### config.mk
export PLATFORM = sky130hd
export DESIGN_NAME = i2c_cfg_target
export DESIGN_NICKNAME = d
export VERILOG_FILES = /design/src/rtl/i2c_cfg_pkg.sv /design/src/rtl/i2c_line_sync.sv /design/src/rtl/i2c_bus_events.sv /design/src/rtl/i2c_ptr_unit.sv /design/src/rtl/i2c_cfg_target.sv
export SDC_FILE = /design/constraint.sdc
export NUM_CORES = 1
export LEC_CHECK = 0
export BUFFER_PORTS_ARGS = -buffer_cell sky130_fd_sc_hd__clkbuf_2
export CORE_ASPECT_RATIO = 1.2
export CORE_UTILIZATION = 55
export DETAILED_ROUTE_END_ITERATION = 7
export PLACE_DENSITY = 0.8
export SLEW_MARGIN = 20
export SYNTH_ARGS = -nofsm -noshare
export SYNTH_HDL_FRONTEND = slang
export SYNTH_HIERARCHICAL = 1
export SYNTH_SLANG_ARGS = --single-unit
export TNS_END_PERCENT = 1
### constraint.sdc
create_clock -name clk -period 2.4 [get_ports clk]
set_input_delay 0.12 -clock clk [delete_from_list [all_inputs] [get_ports clk]]
set_output_delay 0.12 -clock clk [all_outputs]
set_load 0.05 [all_outputs]
### src/rtl/i2c_cfg_pkg.sv
package i2c_cfg_pkg;

  typedef enum logic [2:0] {
    ST_IDLE,
    ST_RX,
    ST_RX_ACK,
    ST_TX,
    ST_TX_ACK,
    ST_WAIT
  } tgt_state_e;

  typedef enum logic [1:0] {
    K_ADDR,
    K_PTR,
    K_DATA
  } byte_kind_e;

endpackage

### src/rtl/i2c_line_sync.sv
module i2c_line_sync #(
  parameter int   STAGES  = 2,
  parameter logic RST_VAL = 1'b1
) (
  input  logic clk,
  input  logic rst_n,
  input  logic d,
  output logic q
);
  logic [STAGES-1:0] pipe;

  always_ff @(posedge clk or negedge rst_n) begin
    if (!rst_n) pipe <= {STAGES{RST_VAL}};
    else        pipe <= {pipe[STAGES-2:0], d};
  end

  assign q = pipe[STAGES-1];
endmodule

### src/rtl/i2c_bus_events.sv
module i2c_bus_events #(
  parameter int SYNC_STAGES = 2
) (
  input  logic clk,
  input  logic rst_n,
  input  logic scl_i,
  input  logic sda_i,
  output logic sda_s,
  output logic scl_rise,
  output logic scl_fall,
  output logic start_evt,
  output logic stop_evt
);
  localparam int LINES = 2;
  localparam int SCL_IX = 1;
  localparam int SDA_IX = 0;

  logic [LINES-1:0] raw, syn, prev;

  assign raw = {scl_i, sda_i};

  for (genvar g = 0; g < LINES; g++) begin : g_line
    i2c_line_sync #(.STAGES(SYNC_STAGES), .RST_VAL(1'b1)) u_sync (
      .clk(clk), .rst_n(rst_n), .d(raw[g]), .q(syn[g])
    );
  end

  always_ff @(posedge clk or negedge rst_n) begin
    if (!rst_n) prev <= '1;
    else        prev <= syn;
  end

  assign sda_s     = syn[SDA_IX];
  assign scl_rise  =  syn[SCL_IX] & ~prev[SCL_IX];
  assign scl_fall  = ~syn[SCL_IX] &  prev[SCL_IX];
  assign start_evt =  syn[SCL_IX] &  prev[SCL_IX] &  prev[SDA_IX] & ~syn[SDA_IX];
  assign stop_evt  =  syn[SCL_IX] &  prev[SCL_IX] & ~prev[SDA_IX] &  syn[SDA_IX];

  // a START and a STOP never coincide, and neither happens at an SCL edge
  p_evt_excl_r1: assert property (@(posedge clk) disable iff (!rst_n)
    (start_evt || stop_evt) |-> !(scl_rise || scl_fall) && !(start_evt && stop_evt));
endmodule

### src/rtl/i2c_ptr_unit.sv
module i2c_ptr_unit #(
  parameter int PTR_W = 7
) (
  input  logic             clk,
  input  logic             rst_n,
  input  logic             load,
  input  logic [PTR_W-1:0] load_val,
  input  logic             load_inc,
  input  logic             adv,
  output logic [PTR_W-1:0] ptr,
  output logic             inc
);
  function automatic logic [PTR_W-1:0] next_ptr(input logic [PTR_W-1:0] p, input logic en);
    return en ? p + PTR_W'(1) : p;
  endfunction

  always_ff @(posedge clk or negedge rst_n) begin
    if (!rst_n) begin
      ptr <= '0;
      inc <= 1'b0;
    end else if (load) begin
      ptr <= load_val;
      inc <= load_inc;
    end else if (adv) begin
      ptr <= next_ptr(ptr, inc);
    end
  end

  // the pointer wraps from its top value to zero
  p_ptr_wrap_r7: assert property (@(posedge clk) disable iff (!rst_n)
    (adv && !load && inc && (&ptr)) |=> (ptr == '0));
  // without auto-increment the pointer holds
  p_ptr_hold_r7: assert property (@(posedge clk) disable iff (!rst_n)
    (adv && !load && !inc) |=> (ptr == $past(ptr)));
  // the pointer moves only on a load or an advance
  p_ptr_keep_r10: assert property (@(posedge clk) disable iff (!rst_n)
    (!load && !adv) |=> (ptr == $past(ptr)));
endmodule

### src/rtl/i2c_cfg_target.sv
module i2c_cfg_target
  import i2c_cfg_pkg::*;
#(
  parameter int                HI_W        = 5,
  parameter logic [HI_W-1:0]   ADDR_HI     = 5'b10011,
  parameter int                STRAP_W     = 2,
  parameter int                PTR_W       = 7,
  parameter int                DATA_W      = 8,
  parameter int                SYNC_STAGES = 2
) (
  input  logic               clk,
  input  logic               rst_n,
  input  logic               scl_i,
  input  logic               sda_i,
  input  logic [STRAP_W-1:0] strap_i,
  output logic               sda_oe,
  output logic [PTR_W-1:0]   reg_addr,
  output logic [DATA_W-1:0]  reg_wdata,
  output logic               reg_we,
  input  logic [DATA_W-1:0]  reg_rdata
);
  localparam int DEV_W = HI_W + STRAP_W;
  localparam int CNT_W = $clog2(DATA_W);
  localparam logic [CNT_W-1:0] CNT_MAX = CNT_W'(DATA_W - 1);

  function automatic logic addr_hit(input logic [DATA_W-1:0] b, input logic [DEV_W-1:0] dev);
    return b[DATA_W-1 -: DEV_W] == dev;
  endfunction

  // bus events
  logic sda_s, scl_rise_w, scl_fall_w, start_w, stop_w;

  i2c_bus_events #(.SYNC_STAGES(SYNC_STAGES)) u_evt (
    .clk(clk), .rst_n(rst_n), .scl_i(scl_i), .sda_i(sda_i),
    .sda_s(sda_s), .scl_rise(scl_rise_w), .scl_fall(scl_fall_w),
    .start_evt(start_w), .stop_evt(stop_w)
  );

  // straps captured while reset is held
  logic [STRAP_W-1:0] strap_q;
  always_ff @(posedge clk) begin
    if (!rst_n) strap_q <= strap_i;
  end
  logic [DEV_W-1:0] dev_addr;
  assign dev_addr = {ADDR_HI, strap_q};

  // protocol state
  tgt_state_e        state;
  byte_kind_e        kind;
  logic              rw, byte_done, hi_seen, mack, sda_oe_q, we_q;
  logic [CNT_W-1:0]  cnt;
  logic [DATA_W-1:0] shreg;

  // named internal events
  logic byte_end_w, ack_end_w, tx_more_w, ptr_load_w, ptr_adv_w;
  assign byte_end_w = (state == ST_RX) && scl_fall_w && byte_done;
  assign ack_end_w  = scl_fall_w && hi_seen && (state == ST_RX_ACK || state == ST_TX_ACK);
  assign tx_more_w  = (state == ST_TX_ACK) && ack_end_w && mack;
  assign ptr_load_w = byte_end_w && (kind == K_PTR);
  assign ptr_adv_w  = tx_more_w ||
                      ((state == ST_RX_ACK) && ack_end_w &&
                       (kind == K_DATA || (kind == K_ADDR && rw)));

  logic [PTR_W-1:0] ptr;
  logic             ptr_inc;

  i2c_ptr_unit #(.PTR_W(PTR_W)) u_ptr (
    .clk(clk), .rst_n(rst_n),
    .load(ptr_load_w), .load_val(shreg[PTR_W-1:0]), .load_inc(shreg[DATA_W-1]),
    .adv(ptr_adv_w), .ptr(ptr), .inc(ptr_inc)
  );

  always_ff @(posedge clk or negedge rst_n) begin
    if (!rst_n) begin
      state     <= ST_IDLE;
      kind      <= K_ADDR;
      rw        <= 1'b0;
      byte_done <= 1'b0;
      hi_seen   <= 1'b0;
      mack      <= 1'b0;
      sda_oe_q  <= 1'b0;
      we_q      <= 1'b0;
      cnt       <= '0;
      shreg     <= '0;
    end else begin
      we_q <= 1'b0;
      if (start_w) begin
        state     <= ST_RX;
        kind      <= K_ADDR;
        cnt       <= '0;
        byte_done <= 1'b0;
        hi_seen   <= 1'b0;
        sda_oe_q  <= 1'b0;
      end else if (stop_w) begin
        state    <= ST_IDLE;
        sda_oe_q <= 1'b0;
      end else begin
        unique case (state)
          ST_RX: begin
            if (scl_rise_w && !byte_done) begin
              shreg <= {shreg[DATA_W-2:0], sda_s};
              cnt   <= cnt + CNT_W'(1);
              if (cnt == CNT_MAX) byte_done <= 1'b1;
            end else if (byte_end_w) begin
              byte_done <= 1'b0;
              cnt       <= '0;
              hi_seen   <= 1'b0;
              unique case (kind)
                K_ADDR: begin
                  if (addr_hit(shreg, dev_addr)) begin
                    sda_oe_q <= 1'b1;
                    rw       <= shreg[0];
                    state    <= ST_RX_ACK;
                  end else begin
                    state <= ST_WAIT;
                  end
                end
                K_PTR: begin
                  sda_oe_q <= 1'b1;
                  state    <= ST_RX_ACK;
                end
                default: begin
                  we_q     <= 1'b1;
                  sda_oe_q <= 1'b1;
                  state    <= ST_RX_ACK;
                end
              endcase
            end
          end
          ST_RX_ACK: begin
            if (scl_rise_w) begin
              hi_seen <= 1'b1;
            end else if (ack_end_w) begin
              hi_seen <= 1'b0;
              cnt     <= '0;
              if (kind == K_ADDR && rw) begin
                shreg    <= reg_rdata;
                sda_oe_q <= ~reg_rdata[DATA_W-1];
                state    <= ST_TX;
              end else begin
                sda_oe_q <= 1'b0;
                kind     <= (kind == K_ADDR) ? K_PTR : K_DATA;
                state    <= ST_RX;
              end
            end
          end
          ST_TX: begin
            if (scl_fall_w) begin
              if (cnt == CNT_MAX) begin
                sda_oe_q <= 1'b0;
                hi_seen  <= 1'b0;
                state    <= ST_TX_ACK;
              end else begin
                shreg    <= {shreg[DATA_W-2:0], 1'b0};
                sda_oe_q <= ~shreg[DATA_W-2];
                cnt      <= cnt + CNT_W'(1);
              end
            end
          end
          ST_TX_ACK: begin
            if (scl_rise_w) begin
              hi_seen <= 1'b1;
              mack    <= ~sda_s;
            end else if (ack_end_w) begin
              hi_seen <= 1'b0;
              if (mack) begin
                shreg    <= reg_rdata;
                sda_oe_q <= ~reg_rdata[DATA_W-1];
                cnt      <= '0;
                state    <= ST_TX;
              end else begin
                state <= ST_WAIT;
              end
            end
          end
          default: ;
        endcase
      end
    end
  end

  assign sda_oe    = sda_oe_q;
  assign reg_we    = we_q;
  assign reg_wdata = shreg;
  assign reg_addr  = ptr;

  // a STOP leaves the block idle with SDA released
  p_stop_idle_r1: assert property (@(posedge clk) disable iff (!rst_n)
    stop_w |=> (state == ST_IDLE) && !sda_oe);
  // a START always begins address reception
  p_start_addr_r1: assert property (@(posedge clk) disable iff (!rst_n)
    start_w |=> (state == ST_RX) && (kind == K_ADDR));
  // while waiting for the next START or STOP, SDA is not driven
  p_wait_release_r3: assert property (@(posedge clk) disable iff (!rst_n)
    (state == ST_WAIT) |-> !sda_oe);
  // the latched straps never change after reset
  p_strap_hold_r4: assert property (@(posedge clk) disable iff (!rst_n)
    $past(rst_n) |-> (strap_q == $past(strap_q)));
  // the write strobe lasts one cycle
  p_we_single_r6: assert property (@(posedge clk) disable iff (!rst_n)
    reg_we |=> !reg_we);
  // writes come only from data bytes, during their ACK
  p_we_data_r6: assert property (@(posedge clk) disable iff (!rst_n)
    reg_we |-> (kind == K_DATA) && (state == ST_RX_ACK) && sda_oe);
  // the SDA drive moves only on an SCL fall, a START or a STOP
  p_oe_edge_r11: assert property (@(posedge clk) disable iff (!rst_n)
    !$stable(sda_oe) |-> $past(scl_fall_w || start_w || stop_w));
endmodule

Yosys cells after proc, flatten, opt, wreduce, memory -nomap -nowiden
Cells that the tools add are included. Widths: inputs -> output; s select.

Add/subtract/negate cells: 2. Eq/ne operators: 43. Muxes and demuxes: 82. Bitwise gates (word level): 16. Reduce and logical (&&, ||, !) cells: 38.

Operator list (count): $mux 3 (24); $mux 8 (9); $ne 4x4->1 const B (9); $mux 1 (33); $pmux 8 s4 (1); $ne 3x3->1 const B (10); $pmux 3 s4 (2); $mux 7 (3); $reduce_and 10->1 (2); $ne 2x2->1 const B (9); $mux 2 (8); $reduce_and 7->1 (2); $reduce_and 12->1 (1); $logic_and 1x1->1 (11); $reduce_bool 2->1 (5); $not 1->1 (9); $reduce_and 9->1 (1); $reduce_and 4->1 (2); $reduce_bool 4->1 (2); $add 7x1->7 const B (1); $and 1x1->1 (7); $eq 7x7->1 (1); $eq 3x2->1 const B (2); $eq 3x3->1 const B (2); 20 further kinds (25).

Register bits: 38. Bits of input ports: 14. Logic and storage cells: 197.

Depth between registers and ports, before layout
Gate-level depths: netlist of the first run.

Depth in word-level cells: 9. Gate-level depth with buffers: 8. Depth with buffers taken out: 7.

Hierarchy
The synthesis of the first run kept the hierarchy.

By module, submodules not included: i2c_cfg_target (instances 1, cells each 170, area an instance 1571.5 um^2); i2c_ptr_unit (instances 1, cells each 48, area an instance 441.7 um^2); i2c_line_sync (instances 2, cells each 2, area an instance 52.6 um^2); i2c_bus_events (instances 1, cells each 6, area an instance 85.1 um^2).

Worst setup path after synthesis of the first run
OpenSTA, ideal clock, no wires.

Kind: register to register. From: reg u_evt.prev[1]. To: reg shreg[6] (netlist: reg_wdata[6]). Setup time: 0.125 ns. Arrival time: 1.798 ns. Setup slack: 0.477 ns. Stages on the path, launching flop included: 7. Buffers on the path: 0. Period minus slack after synthesis: 1.923 ns. Cells stage by stage: dfstp_2 > nor2b_1 > nand2_1 > nor2_1 > o22a_1 > nand4_4 > mux2_2.

Word-level cells in the longest chain between the ends: 5. Elaborated cells between the ends (all ways): 20. Those cells by class: eq/ne (6); bitwise (10); reduce/logical (4).

RTL lines: start: declaration (line i2c_bus_events.sv:18) `logic [LINES-1:0] raw, syn, prev;`; start signal: assignment (line i2c_bus_events.sv:30) `else prev <= syn;`; $and 1x1->1 * (line i2c_bus_events.sv:35) `assign scl_fall = ~syn[SCL_IX] & prev[SCL_IX];`; net scl_fall_w (line i2c_cfg_target.sv:31) `logic sda_s, scl_rise_w, scl_fall_w, start_w, stop_w;`; $logic_and 1x1->1 (2 in series) (line i2c_cfg_target.sv:57) `assign ack_end_w = scl_fall_w && hi_seen && (state == ST_RX_ACK || state == ST_TX_ACK);`; $ne 2x2->1 (no source line); $reduce_and 12->1 (no source line) *; end signal: assignment (line i2c_cfg_target.sv:101) `shreg <= {shreg[DATA_W-2:0], sda_s};`; end signal: assignment (line i2c_cfg_target.sv:137) `shreg <= reg_rdata;`; end signal: assignment (line i2c_cfg_target.sv:154) `shreg <= {shreg[DATA_W-2:0], 1'b0};`; end: declaration (line i2c_cfg_target.sv:52) `logic [DATA_W-1:0] shreg;`.

Mark *: on every way through the listed nets, which the timed path passes. The rest lies on a longest branch. A chain may end at the register's enable or synchronous reset.

Worst setup path in the final report of the first run
From: reg u_evt.prev[1]. To: reg shreg[7] (netlist: reg_wdata[7]).

The elaborated chain is that of the path after synthesis.

==> results.env, run 1 <==
DRC_ERRORS=0
ROUTABILITYCONGESTION=1.00
REG2REG_TO='reg_wdata[7]$_DFFE_PN0P_'
TIMING_HOLD_VIOLATIONS_FINAL=0
SYNTH_COMPOUND_AREA_SHARE_PCT=14.7
SYN-CELL-AREA_UM2=2200
N_FILL_CELL=294
ENDPOINT_KIND='register'
HOLD_PATH.STARTPOINT='reg_rdata[5]'
SYNTH_CELL_TYPE_COUNT=54
WORST_SKEW_PAIR.LATE_LATENCY_PS=290
FINAL_LAYOUT_SIZE_SUFFIX_GT1_SHARE_PCT=28.0
YS_TOP_CELLS_BY_AREA='sky130_fd_sc_hd__dfrtp_1 (34%), sky130_fd_sc_hd__dfstp_2 (7.2%), sky130_fd_sc_hd__nand2_1 (5.6%)'
ANTENNA_FOUND_INITIAL=0
TIMING_WORST_SETUP_PATH_TYPE='reg2reg'
FLOP_PWR_SHARE_PCT=32.2
GRT_OVERFLOW_TOTAL=0
STATUS='finished, final reports clean'
DIE-HEIGHT_UM=71.3
SYNTH-ASYNC-RESET-RATIO_PCT=94.7
WORSTHOLDPATHCELLS=4
REG2REG_DEPTH=6
DRT.ANTENNA.VIOLATING_NETS=0
SYNTH_TOP_AREA_SHARE_PCT=34.1
CTS-ROOT-BUF='sky130_fd_sc_hd__clkbuf_8'
WL_MET2_UM=2540
FLOORPLAN.INITIALDENSITY_PCT=59.2
WORST_SLEW_PIN_SLEW_PS=613
LAYOUT-AREA-OVERHEAD-VS-SYNTH_PCT=20.9
IR_WORST_VDD_mV=0.646
FP-ROW-COUNT=24
POST-ROUTE-MIN-PERIOD_PS=2260
WORST_EP_ARRIVAL_TIME_PS=2440
SYNTH_TOP_FAMILY_BY_AREA='simple AND/OR/NAND/NOR gates'
HTREEDEPTH=2
FINAL.SETUP_SKEW_PS=1.57
SYNTH-EDFF-COUNT=2
RR_STARTPOINT='u_evt/prev[1]$_DFF_PN1_'
ROUTE.MET3.WL_UM=238
FINAL.PERIOD_UTILIZATION_PCT=94.1
VIA_PER_INST=5.93
CLK_PIN_SLEW_WORST_PATHS_PS=80
SYN_INST=228
FINAL_SETUP_VIOLATION_COUNT=0
POWERDENSITY_nW_PER_UM2=1160
GROUTE.USAGE.OVERALL_PCT=26.8
MIN_PATH_TYPE='in2reg'
CRITICAL_PATH_PEAK_FANOUT=8
POWER_REPORT.INTERNAL_TOTAL_mW=1.78
WORST_HOLD_PATH.ENDPOINT='reg_wdata[5]$_DFFE_PN0P_'
POST_SYN_NETS=245
REGISTER_AREA_SHARE_AFTER_SYNTHESIS_PCT=44.0
MAX_CAP_VIOL_COUNT=0
CP-STARTPOINT='u_evt/prev[1]$_DFF_PN1_'
DIEWIDTH_UM=59.8
CTS.PATH.MAX_BUFFERS=2
YS_WARN_COUNT=6
SYNTH_FF_TYPE='sky130_fd_sc_hd__dfrtp_1'
YOSYS_REGISTER_BITS=38
NUMCTSBUFFERS=5
YOSYS.AREA_SHARE.XOR_XNOR_PCT=1.59
DETAIL_ROUTE.FIRST_PASS.ITERATIONS=4
NETLIST.TOP_CELL.BY_AREA='sky130_fd_sc_hd__dfrtp_1'
POWER.SHARE.CLOCK_PCT=21.2
NUMCLOCKSINKS=38
DR_TOTAL_VIAS=1939
TOTALWIRELENGTH_UM=5210
REGISTER_TO_REGISTER_SETUP_SLACK_PS=140
SYNTH.MUX.AREA_FRACTION_PCT=8.06
WL_MET1_UM=2290
IOS=31
MAXSLEWHEADROOM_PCT=59.0
TOPROUTINGLAYERUSED='met4'
INSERTEDDIODECOUNT=0
SETUP-TNS-FINAL_PS=0
GRT_FIRST_PASS_WIRELENGTH_UM=8470
CP.REQUIRED_PS=2580
NUM-NETS-FINAL=291
MAXIMUM_NUMBER_OF_PINS_ON_ONE_NET_BEFORE_GLOBAL_ROUTE_REPAIR=23
VIAS_IN_THE_FIRST_GLOBAL_ROUTE=1810
POST-LAYOUT-TOTAL-POWER_mW=3.09
SYN_AREA_PER_CELL_UM2=9.66
PLACE.PORT_BUFFERS=30
SYNTH_ADDER_AREA_SHARE_PCT=1.70
MAX_FREQ_MHz=443
STD_CELL_CORE_AREA_UM2=3720
FLOORPLAN.DIE_AREA_UM2=4260
STATIC-LEAKAGE-POWER_nW=1.22
CRIT_PATH_START_KIND='register'
WL_PER_CELL_UM=15.9
TOTAL_SWITCHING_POWER_mW=1.31
SWITCHING_SHARE_PCT=42.3
COMBPWRFRAC_PCT=46.7
GRT_SETUP_UNREPAIRED='no'
CTS_TREE='built'
SLEW_VIOLATIONS=0
SYNTH_SIMPLE_GATE_AREA_SHARE_PCT=26.2
DETAILED_PLACE_HPWL_UM=3830
DETAIL_ROUTE.ITER0.VIOLATIONS=114
-- cells in the mapped netlist, types with 3 or more instances --
| library cell | count |
|---|---|
| sky130_fd_sc_hd__buf_4 | 3 |
| sky130_fd_sc_hd__mux2i_1 | 5 |
| sky130_fd_sc_hd__mux2_2 | 10 |
| sky130_fd_sc_hd__o22ai_1 | 4 |
| sky130_fd_sc_hd__dfrtp_1 | 30 |
| sky130_fd_sc_hd__nor2_1 | 13 |
| sky130_fd_sc_hd__o21ai_0 | 13 |
| sky130_fd_sc_hd__or4_1 | 4 |
| sky130_fd_sc_hd__a211o_1 | 3 |
| sky130_fd_sc_hd__a21oi_1 | 8 |
| sky130_fd_sc_hd__dfstp_2 | 6 |
| sky130_fd_sc_hd__xnor2_1 | 3 |
| sky130_fd_sc_hd__buf_2 | 4 |
| sky130_fd_sc_hd__and4b_1 | 3 |
| sky130_fd_sc_hd__inv_1 | 7 |
| sky130_fd_sc_hd__a31oi_1 | 4 |
| sky130_fd_sc_hd__nand4_1 | 3 |
| sky130_fd_sc_hd__ha_1 | 3 |
| sky130_fd_sc_hd__nand2b_1 | 8 |
| sky130_fd_sc_hd__nor2b_1 | 9 |
| sky130_fd_sc_hd__nand2_1 | 33 |
| sky130_fd_sc_hd__nand3_1 | 12 |
-- worst max path at each step --
| stage | endpoint | slack [ps] | cells past startpoint |
|---|---|---|---|
| 2_1_floorplan | reg_wdata[6]$_DFFE_PN0P_ | 480 | 6 |
| 3_3_place_gp | reg_wdata[3]$_DFFE_PN0P_ | 330 | 6 |
| 3_5_place_dp | reg_wdata[6]$_DFFE_PN0P_ | 240 | 6 |
| 4_1_cts | reg_wdata[6]$_DFFE_PN0P_ | 190 | 6 |
| 5_1_grt | reg_wdata[0]$_DFFE_PN0P_ | 50 | 6 |
| 6_report | reg_wdata[7]$_DFFE_PN0P_ | 140 | 6 |
-- worst max-delay path, stage by stage, from the launching register on --
cell                      delay, ps
sky130_fd_sc_hd__dfstp_2        550
sky130_fd_sc_hd__nor2b_1        370
sky130_fd_sc_hd__nand2_1        180
sky130_fd_sc_hd__nor2_1         280
sky130_fd_sc_hd__o22a_1         240
sky130_fd_sc_hd__nand4_4        190
sky130_fd_sc_hd__mux2_2         340
-- power by group through the flow --
stage	Sequential [mW]	Combinational (mW)	Clock (mW)
floorplan	1.19	0.857	0
global placement	0.992	1.39	0
detailed placement	0.997	1.42	0
CTS	0.987	1.44	0.663
global route	1.01	1.55	0.693
finish	0.993	1.44	0.653
-- placed cells by master, fill, tap and decap left out, types with 2 or more instances in the layout --
master and instances:
sky130_fd_sc_hd__o22a_1 2, sky130_fd_sc_hd__ha_1 3, sky130_fd_sc_hd__nand2_1 33, sky130_fd_sc_hd__dfstp_2 6, sky130_fd_sc_hd__bufinv_16 2, sky130_fd_sc_hd__and4b_1 3, sky130_fd_sc_hd__o21ai_0 13, sky130_fd_sc_hd__clkbuf_2 30
sky130_fd_sc_hd__a21oi_1 8, sky130_fd_sc_hd__a211oi_1 2, sky130_fd_sc_hd__o21bai_1 2, sky130_fd_sc_hd__xnor2_1 3, sky130_fd_sc_hd__nand3_1 12, sky130_fd_sc_hd__nor2b_1 9, sky130_fd_sc_hd__nand4_1 3, sky130_fd_sc_hd__nor3b_2 3
sky130_fd_sc_hd__a211o_1 3, sky130_fd_sc_hd__a31oi_1 4, sky130_fd_sc_hd__dfrtp_1 30, sky130_fd_sc_hd__dlygate4sd3_1 5, sky130_fd_sc_hd__nor2_1 13, sky130_fd_sc_hd__mux2_2 10, sky130_fd_sc_hd__edfxtp_1 2, sky130_fd_sc_hd__nand2b_1 8
sky130_fd_sc_hd__mux2i_1 5, sky130_fd_sc_hd__o22ai_1 4, sky130_fd_sc_hd__o211ai_1 2, sky130_fd_sc_hd__inv_1 7, sky130_fd_sc_hd__clkbuf_8 5, sky130_fd_sc_hd__a22oi_1 2, sky130_fd_sc_hd__or4_1 4, sky130_fd_sc_hd__buf_4 12
-- cells by family (layout without fill, tap and decap cells) --
kind of cell | count (synthesis) | count (layout)
compound gates | 49 | 49
xor+xnor | 4 | 4
fa+ha+maj | 3 | 3
buf+inv | 16 | 63
flops | 38 | 38
mux | 16 | 16
simple gates | 102 | 102
-- registers in the layout (all words and copies together), names as in the netlist, 2 cells and up --
name                      cells
strap_q                       2
cnt                           3
u_ptr/ptr                     7
u_evt/g_line.u_sync/pipe      4
kind                          2
u_evt/prev                    2
state                         3
reg_wdata                     8
-- routing by layer --
metal	vias to the layer above	GRT usage (%)
li1	924	-
met1	922	35.2
met2	75	42.0
met3	18	6.14
met4	0	11.4
met5	-	0
-- area by class of cell --
type / instances / area, um2 / share of cell area [%]
clock buffer: 5 / 68.8 / 2.58
inverter: 7 / 26.3 / 0.986
multi-input combinational: 174 / 1160 / 43.4
clock inverter: 3 / 68.8 / 2.58
tap: 52 / 65.1 / 2.44
timing repair buffer: 48 / 310 / 11.6
sequential: 38 / 968 / 36.4
-- through the flow --
| stage | worst slack [ps] | instances | hold slack (ps) | utilization (%) | instance area [um2] |
|---|---|---|---|---|---|
| 3_3_place_gp | 330 | 314 | 49.7 | 66.5 | 2480 |
| 4_1_cts | 194 | 327 | 137 | 71.5 | 2660 |
| 6_report | 142 | 327 | 141 | 71.5 | 2660 |
| 3_5_place_dp | 239 | 314 | 50.4 | 66.5 | 2480 |
| 2_1_floorplan | 477 | 228 | -176 | - | 2200 |
| 5_1_grt | 52.4 | 327 | 159 | 71.5 | 2660 |
-- repair_timing --
action	CTS	global route
resized for setup	0	0
buffers inserted	0	0
hold buffers	5	0
endpoints found under the hold margin	12	0
setup endpoints to repair	0	0
Note: power is estimated with default switching activity, not from simulation.
==> inputs of run 2 (changes only) <==
--- a/config.mk
+++ b/config.mk
@@ -10,6 +10,7 @@
 export CORE_UTILIZATION = 55
 export DETAILED_ROUTE_END_ITERATION = 7
 export PLACE_DENSITY = 0.8
+export SETUP_SLACK_MARGIN = 0.4
 export SLEW_MARGIN = 20
 export SYNTH_ARGS = -nofsm -noshare
 export SYNTH_HDL_FRONTEND = slang
==> run 2 against run 1 <==
Final area is 3.1% higher. First-iteration DRC count is 29% higher. Critical path depth stayed put. Die area stayed put.
==> results.env, run 2 (synthesized netlist as in run 1, its figures left out) <==
CTS.PATH.MAX_BUFFERS=2
GRT_OVERFLOW_TOTAL=0
CTS-ROOT-BUF='sky130_fd_sc_hd__clkbuf_8'
DETAILED_PLACE_HPWL_UM=3830
INSERTEDDIODECOUNT=0
CP.REQUIRED_PS=2580
VIAS_IN_THE_FIRST_GLOBAL_ROUTE=1821
FINAL.SETUP_SKEW_PS=4.18
LAYOUTNONFILLERINSTCOUNT=331
LARGEST_REGISTER_FF_COUNT=8
PLACE.PORT_BUFFERS=30
FLOORPLAN.DIE_AREA_UM2=4260
FINAL_SETUP_VIOLATION_COUNT=0
DIEWIDTH_UM=59.8
FP-ROW-COUNT=24
WORST_EP_ARRIVAL_TIME_PS=2160
DIE-HEIGHT_UM=71.3
STATIC-LEAKAGE-POWER_nW=1.25
MIN_PATH_TYPE='in2reg'
TIMING_HOLD_VIOLATIONS_FINAL=0
MAXIMUM_NUMBER_OF_PINS_ON_ONE_NET_BEFORE_GLOBAL_ROUTE_REPAIR=23
DRT.ANTENNA.VIOLATING_NETS=0
SLEW_VIOLATIONS=0
NUMCLOCKSINKS=38
STD_CELL_CORE_AREA_UM2=3720
WL_PER_CELL_UM=16.5
VIA_PER_INST=6.06
LAYOUT-AREA-OVERHEAD-VS-SYNTH_PCT=24.7
MAX_FREQ_MHz=505
CTS_TREE='built'
TOTALWIRELENGTH_UM=5450
POWERDENSITY_nW_PER_UM2=1160
AREA_OF_THE_MULTI_INPUT_GATES_UM2=1210
CRITICAL_PATH.CELL_CHAIN='nor2b_1 -> buf_4 -> nor3b_4 -> a211o_1 -> nand4_4 -> mux2_2'
GROUTE.USAGE.OVERALL_PCT=27.0
CRITPATHMAXSTAGEDELAY_PS=590
GRT_SETUP_UNREPAIRED='yes'
TIMING.CRITICAL_PATH.SLOWEST_STAGE_CELL='sky130_fd_sc_hd__dfstp_2'
DR_TOTAL_VIAS=2005
FINAL.PERIOD_UTILIZATION_PCT=82.5
MAX_CAP_VIOL_COUNT=0
FLOORPLAN.INITIALDENSITY_PCT=59.2
WORST_SKEW_PAIR.LATE_LATENCY_PS=290
IR_WORST_VDD_mV=0.655
ROUTABILITYCONGESTION=1.00
STATUS='finished, final reports clean'
SETUP-TNS-FINAL_PS=0
CRITICAL_PATH_PEAK_FANOUT=9
MAXSLEWHEADROOM_PCT=71.2
FINAL_LAYOUT_SIZE_SUFFIX_GT1_SHARE_PCT=33.0
ANTENNA_FOUND_INITIAL=0
ENDPOINT_KIND='register'
DETAIL_ROUTE.ITER0.VIOLATIONS=147
LAYOUT_COMMONEST_CELL='sky130_fd_sc_hd__nand2_1'
FINALCOREUTILIZATION_PCT=73.8
IOS=31
CLK_PIN_SLEW_WORST_PATHS_PS=80
PLACED_CELL_AREA_UM2=2480
TIMING_WORST_SETUP_PATH_TYPE='reg2reg'
N_FILL_CELL=275
NUMCTSBUFFERS=5
WORST_SLEW_PIN_SLEW_PS=431
PLACED_CELLS_INCL_TAPS=314
DRC_ERRORS=0
HTREEDEPTH=2
FF_LATCH_AREA_UM2=972
LAYOUT.CELLS.MOST_COMMON_LIST='sky130_fd_sc_hd__nand2_1 (32), sky130_fd_sc_hd__clkbuf_2 (30), sky130_fd_sc_hd__dfrtp_1 (27), sky130_fd_sc_hd__buf_4 (16), sky130_fd_sc_hd__o21ai_0 (13)'
CRIT_PATH_START_KIND='register'
FINAL_CELL_AREA_EXCLUDING_FILLER_CELLS_UM2=2750
GRT_FIRST_PASS_WIRELENGTH_UM=8550
NUM-NETS-FINAL=295
POST-ROUTE-MIN-PERIOD_PS=1980
DETAIL_ROUTE.FIRST_PASS.ITERATIONS=4
## run 2: worst paths after layout
kind	from	end	slack (ps)	cells past startpoint
worst max-delay path	u_evt/g_line[1].u_sync/pipe[1]$_DFF_PN1_	reg_wdata[0]$_DFFE_PN0P_	420	6
worst min-delay path	reg_rdata[5]	reg_wdata[5]$_DFFE_PN0P_	140	4
worst max register to register	u_evt/g_line[1].u_sync/pipe[1]$_DFF_PN1_	reg_wdata[0]$_DFFE_PN0P_	420	6
worst min register to register	u_evt/g_line[0].u_sync/pipe[0]$_DFF_PN1_	u_evt/g_line[0].u_sync/pipe[1]$_DFF_PN1_	360	0
max in group asynchronous	rst_n	reg_wdata[1]$_DFFE_PN0P_	1530	3
min in group asynchronous	rst_n	state[0]$_DFFE_PN0P_	260	2
## run 2: per-stage QoR
step | power [mW] | hold WS, ps | setup slack [ps]
detailed placement | 2.41 | 50.4 | 239
CTS | 3.09 | 137 | 398
global placement | 2.39 | 49.7 | 330
floorplan | 2.05 | -176 | 477
finish | 3.18 | 141 | 419
global route | 3.35 | 159 | 319
## run 2: final cells by class
cell class / instances / share of cell area, %
sequential: 38 / 35.4
clock inverter: 3 / 2.50
timing repair buffer: 52 / 12.4
clock buffer: 5 / 2.50
tap: 52 / 2.37
multi-input combinational: 174 / 43.9
inverter: 7 / 0.956
## run 2: power by group
part           internal [mW]  switching, mW  leakage [nW]
combinational          0.630          0.914         0.707
sequential             0.792          0.189         0.472
clock                  0.416          0.239        0.0683
## run 2: repair_timing
| action | 4_1_cts | 5_1_grt |
|---|---|---|
| endpoints found under the hold margin | 12 | 0 |
| resized for setup | 6 | 9 |
| hold buffers | 5 | 0 |
| buffers inserted | 0 | 4 |
| endpoints found under the setup margin | 18 | 17 |
| pin swaps | 0 | 3 |
## run 2: critical path: cells and delay by family (launching register included)
family                 cells  cell delay (ps)
muxes                      1              340
AOI/OAI and AO/OA          1              190
buffers and inverters      1              180
and+or+nand+nor            3              560
DFF                        1              590
## run 2: routing by layer
layer  share of wire [%]  GRT usage, %  vias up
li1                    -             -      931
met5                   0             0        -
met2                  49          42.1       99
met4                 2.8          12.4        0
met1                  42          35.6      955
met3                 5.6          5.96       20
==> inputs of run 3 (changes only) <==
--- a/config.mk
+++ b/config.mk
@@ -7,9 +7,9 @@
 export LEC_CHECK = 0
 export BUFFER_PORTS_ARGS = -buffer_cell sky130_fd_sc_hd__clkbuf_2
 export CORE_ASPECT_RATIO = 1.2
-export CORE_UTILIZATION = 55
+export CORE_UTILIZATION = 51
 export DETAILED_ROUTE_END_ITERATION = 7
-export PLACE_DENSITY = 0.8
+export PLACE_DENSITY = 0.78
 export SETUP_SLACK_MARGIN = 0.4
 export SLEW_MARGIN = 20
 export SYNTH_ARGS = -nofsm -noshare
==> constraint.sdc (replaced) <==
create_clock -name clk -period 1.77 [get_ports clk]
set_input_delay 0.0885 -clock clk [delete_from_list [all_inputs] [get_ports clk]]
set_output_delay 0.0885 -clock clk [all_outputs]
set_load 0.05 [all_outputs]
==> run 3 against run 2 <==
The flow now finishes with violations (setup timing). Sequential power is 33% higher. Total power is 50% higher. Maximum frequency is 2.8% higher. Die area is 7.6% higher. Register-to-register slack worse by 580 ps. Via count is 10% higher. Combinational power is 75% higher.
==> results.env, run 3 (synthesized netlist as in run 1, its figures left out) <==
SLEW_VIOLATIONS=0
GRT_FIRST_PASS_WIRELENGTH_UM=9830
CTS_TREE='built'
VIAS_IN_THE_FIRST_GLOBAL_ROUTE=2052
POST-ROUTE-MIN-PERIOD_PS=1930
NUMCTSBUFFERS=5
CTS-ROOT-BUF='sky130_fd_sc_hd__clkbuf_8'
DETAIL_ROUTE.FIRST_PASS.ITERATIONS=5
ENDPOINT_KIND='register'
DIEWIDTH_UM=62
CRIT_PATH_START_KIND='register'
MIN_PATH_TYPE='in2reg'
LAYOUT-AREA-OVERHEAD-VS-SYNTH_PCT=45.0
DETAILED_PLACE_HPWL_UM=4360
GRT_OVERFLOW_TOTAL=0
IOS=31
FINAL.SETUP_SKEW_PS=14.8
FLOORPLAN.DIE_AREA_UM2=4590
FINAL.PERIOD_UTILIZATION_PCT=109
CLK_PIN_SLEW_WORST_PATHS_PS=80
WL_PER_CELL_UM=18.1
FLOORPLAN.INITIALDENSITY_PCT=54.6
LAYOUT.CELLS.MOST_COMMON_LIST='sky130_fd_sc_hd__buf_4 (54), sky130_fd_sc_hd__nand2_1 (31), sky130_fd_sc_hd__clkbuf_2 (30), sky130_fd_sc_hd__dfrtp_1 (27)'
NUM-NETS-FINAL=336
SETUP-TNS-FINAL_PS=-2190
NUMCLOCKSINKS=38
DIE-HEIGHT_UM=74
MAX_FREQ_MHz=519
CRITICAL_PATH_PEAK_FANOUT=8
LAYOUT_COMMONEST_CELL='sky130_fd_sc_hd__buf_4'
WORST_SKEW_PAIR.LATE_LATENCY_PS=310
GROUTE.USAGE.OVERALL_PCT=29.8
WORST_EP_ARRIVAL_TIME_PS=2120
DRC_ERRORS=0
INSERTEDDIODECOUNT=0
LARGEST_REGISTER_FF_COUNT=8
TOTALWIRELENGTH_UM=6790
MAXIMUM_NUMBER_OF_PINS_ON_ONE_NET_BEFORE_GLOBAL_ROUTE_REPAIR=37
VIA_PER_INST=5.91
GRT_SETUP_UNREPAIRED='yes'
STATUS='finished with violations'
HTREEDEPTH=2
FINAL_LAYOUT_SIZE_SUFFIX_GT1_SHARE_PCT=47.2
WORST_SLEW_PIN_SLEW_PS=455
DETAIL_ROUTE.ITER0.VIOLATIONS=114
STATIC-LEAKAGE-POWER_nW=1.49
HOLD_WS_PS=106
TIMING.CRITICAL_PATH.SLOWEST_STAGE_CELL='sky130_fd_sc_hd__dfstp_2'
CRITPATHBUFINV=1
CRITPATHMAXSTAGEDELAY_PS=560
CRITICAL_PATH.CELL_CHAIN='nor2b_2 -> buf_6 -> nor3b_4 -> a211o_1 -> nand4_4 -> mux2_2'
TIMING_HOLD_VIOLATIONS_FINAL=0
ANTENNA_FOUND_INITIAL=0
TIMING_WORST_SETUP_PATH_TYPE='reg2reg'
ROUTABILITYCONGESTION=1.01
STD_CELL_CORE_AREA_UM2=4040
IR_WORST_VDD_mV=1.28
SETUP_WS_FINAL_PS=-158
FAILED_CHECKS='setup timing'
DR_TOTAL_VIAS=2212
CRIT_FAMILY='simple AND/OR/NAND/NOR gates'
FINAL_SETUP_VIOLATION_COUNT=26
CP.REQUIRED_PS=1960
PLACE.PORT_BUFFERS=30
CTS.PATH.MAX_BUFFERS=2
FP-ROW-COUNT=25
MAX_CAP_VIOL_COUNT=0
MAXSLEWHEADROOM_PCT=69.7
POWERDENSITY_nW_PER_UM2=1490
DRT.ANTENNA.VIOLATING_NETS=0
## run 3: final timing paths
check / start / cells past startpoint / slack [ps] / endpoint
worst max-delay path: u_evt/g_line[1].u_sync/pipe[1]$_DFF_PN1_ / 6 / -160 / reg_wdata[1]$_DFFE_PN0P_
worst min-delay path: reg_rdata[3] / 4 / 110 / reg_wdata[3]$_DFFE_PN0P_
worst max register to register: u_evt/g_line[1].u_sync/pipe[1]$_DFF_PN1_ / 6 / -160 / reg_wdata[1]$_DFFE_PN0P_
worst min register to register: u_evt/g_line[0].u_sync/pipe[0]$_DFF_PN1_ / 0 / 370 / u_evt/g_line[0].u_sync/pipe[1]$_DFF_PN1_
max in group asynchronous: rst_n / 3 / 980 / reg_wdata[4]$_DFFE_PN0P_
min in group asynchronous: rst_n / 3 / 440 / reg_wdata[1]$_DFFE_PN0P_
## run 3: report_power, final
group	leakage (nW)	internal, mW	switching, mW
registers	0.472	1.07	0.229
clock network	0.0585	0.460	0.321
logic	0.955	1.20	1.49
total	1.49	2.74	2.04
## run 3: worst reg2reg max path: stages, from the launching register on
cell and delay (ps):
sky130_fd_sc_hd__dfstp_2 560, sky130_fd_sc_hd__nor2b_2 180, sky130_fd_sc_hd__buf_6 150, sky130_fd_sc_hd__nor3b_4 210
sky130_fd_sc_hd__a211o_1 170, sky130_fd_sc_hd__nand4_4 190, sky130_fd_sc_hd__mux2_2 350
## run 3: cell type report
class / count / area (um2)
fill: 230 / 841
sequential: 38 / 972
clock buffer: 7 / 86.3
clock inverter: 1 / 30.0
timing repair buffer: 93 / 651
tap: 54 / 67.6
inverter: 7 / 26.3
multi-input combinational: 174 / 1360
## run 3: stage by stage
stage               setup slack [ps]  area [um2]  utilization [%]  power (mW)  cells
floorplan                      -18.0        2250                -        2.83    228
global placement                -145        2780             69.0        3.59    353
detailed placement              -143        2780             69.0        3.65    353
CTS                             -106        3060             75.8        4.57    367
global route                    -212        3190             79.2        4.99    374
finish                          -158        3190             79.2        4.77    374
## run 3: layer usage
layer / GRT usage (%) / share of wire [%] / vias up
met3: 5.74 / 6.4 / 33
li1: - / - / 1011
met5: 0 / 0 / -
met1: 37.1 / 39 / 1050
met4: 14.1 / 4.2 / 0
met2: 49.1 / 50 / 118
## run 3: timing repair
item,in CTS,in global routing
hold buffers,5,0
resized for setup,21,20
endpoints found under the setup margin,30,30
pin swaps,12,11
endpoints found under the hold margin,34,0
gates cloned,0,0
setup buffers,1,7
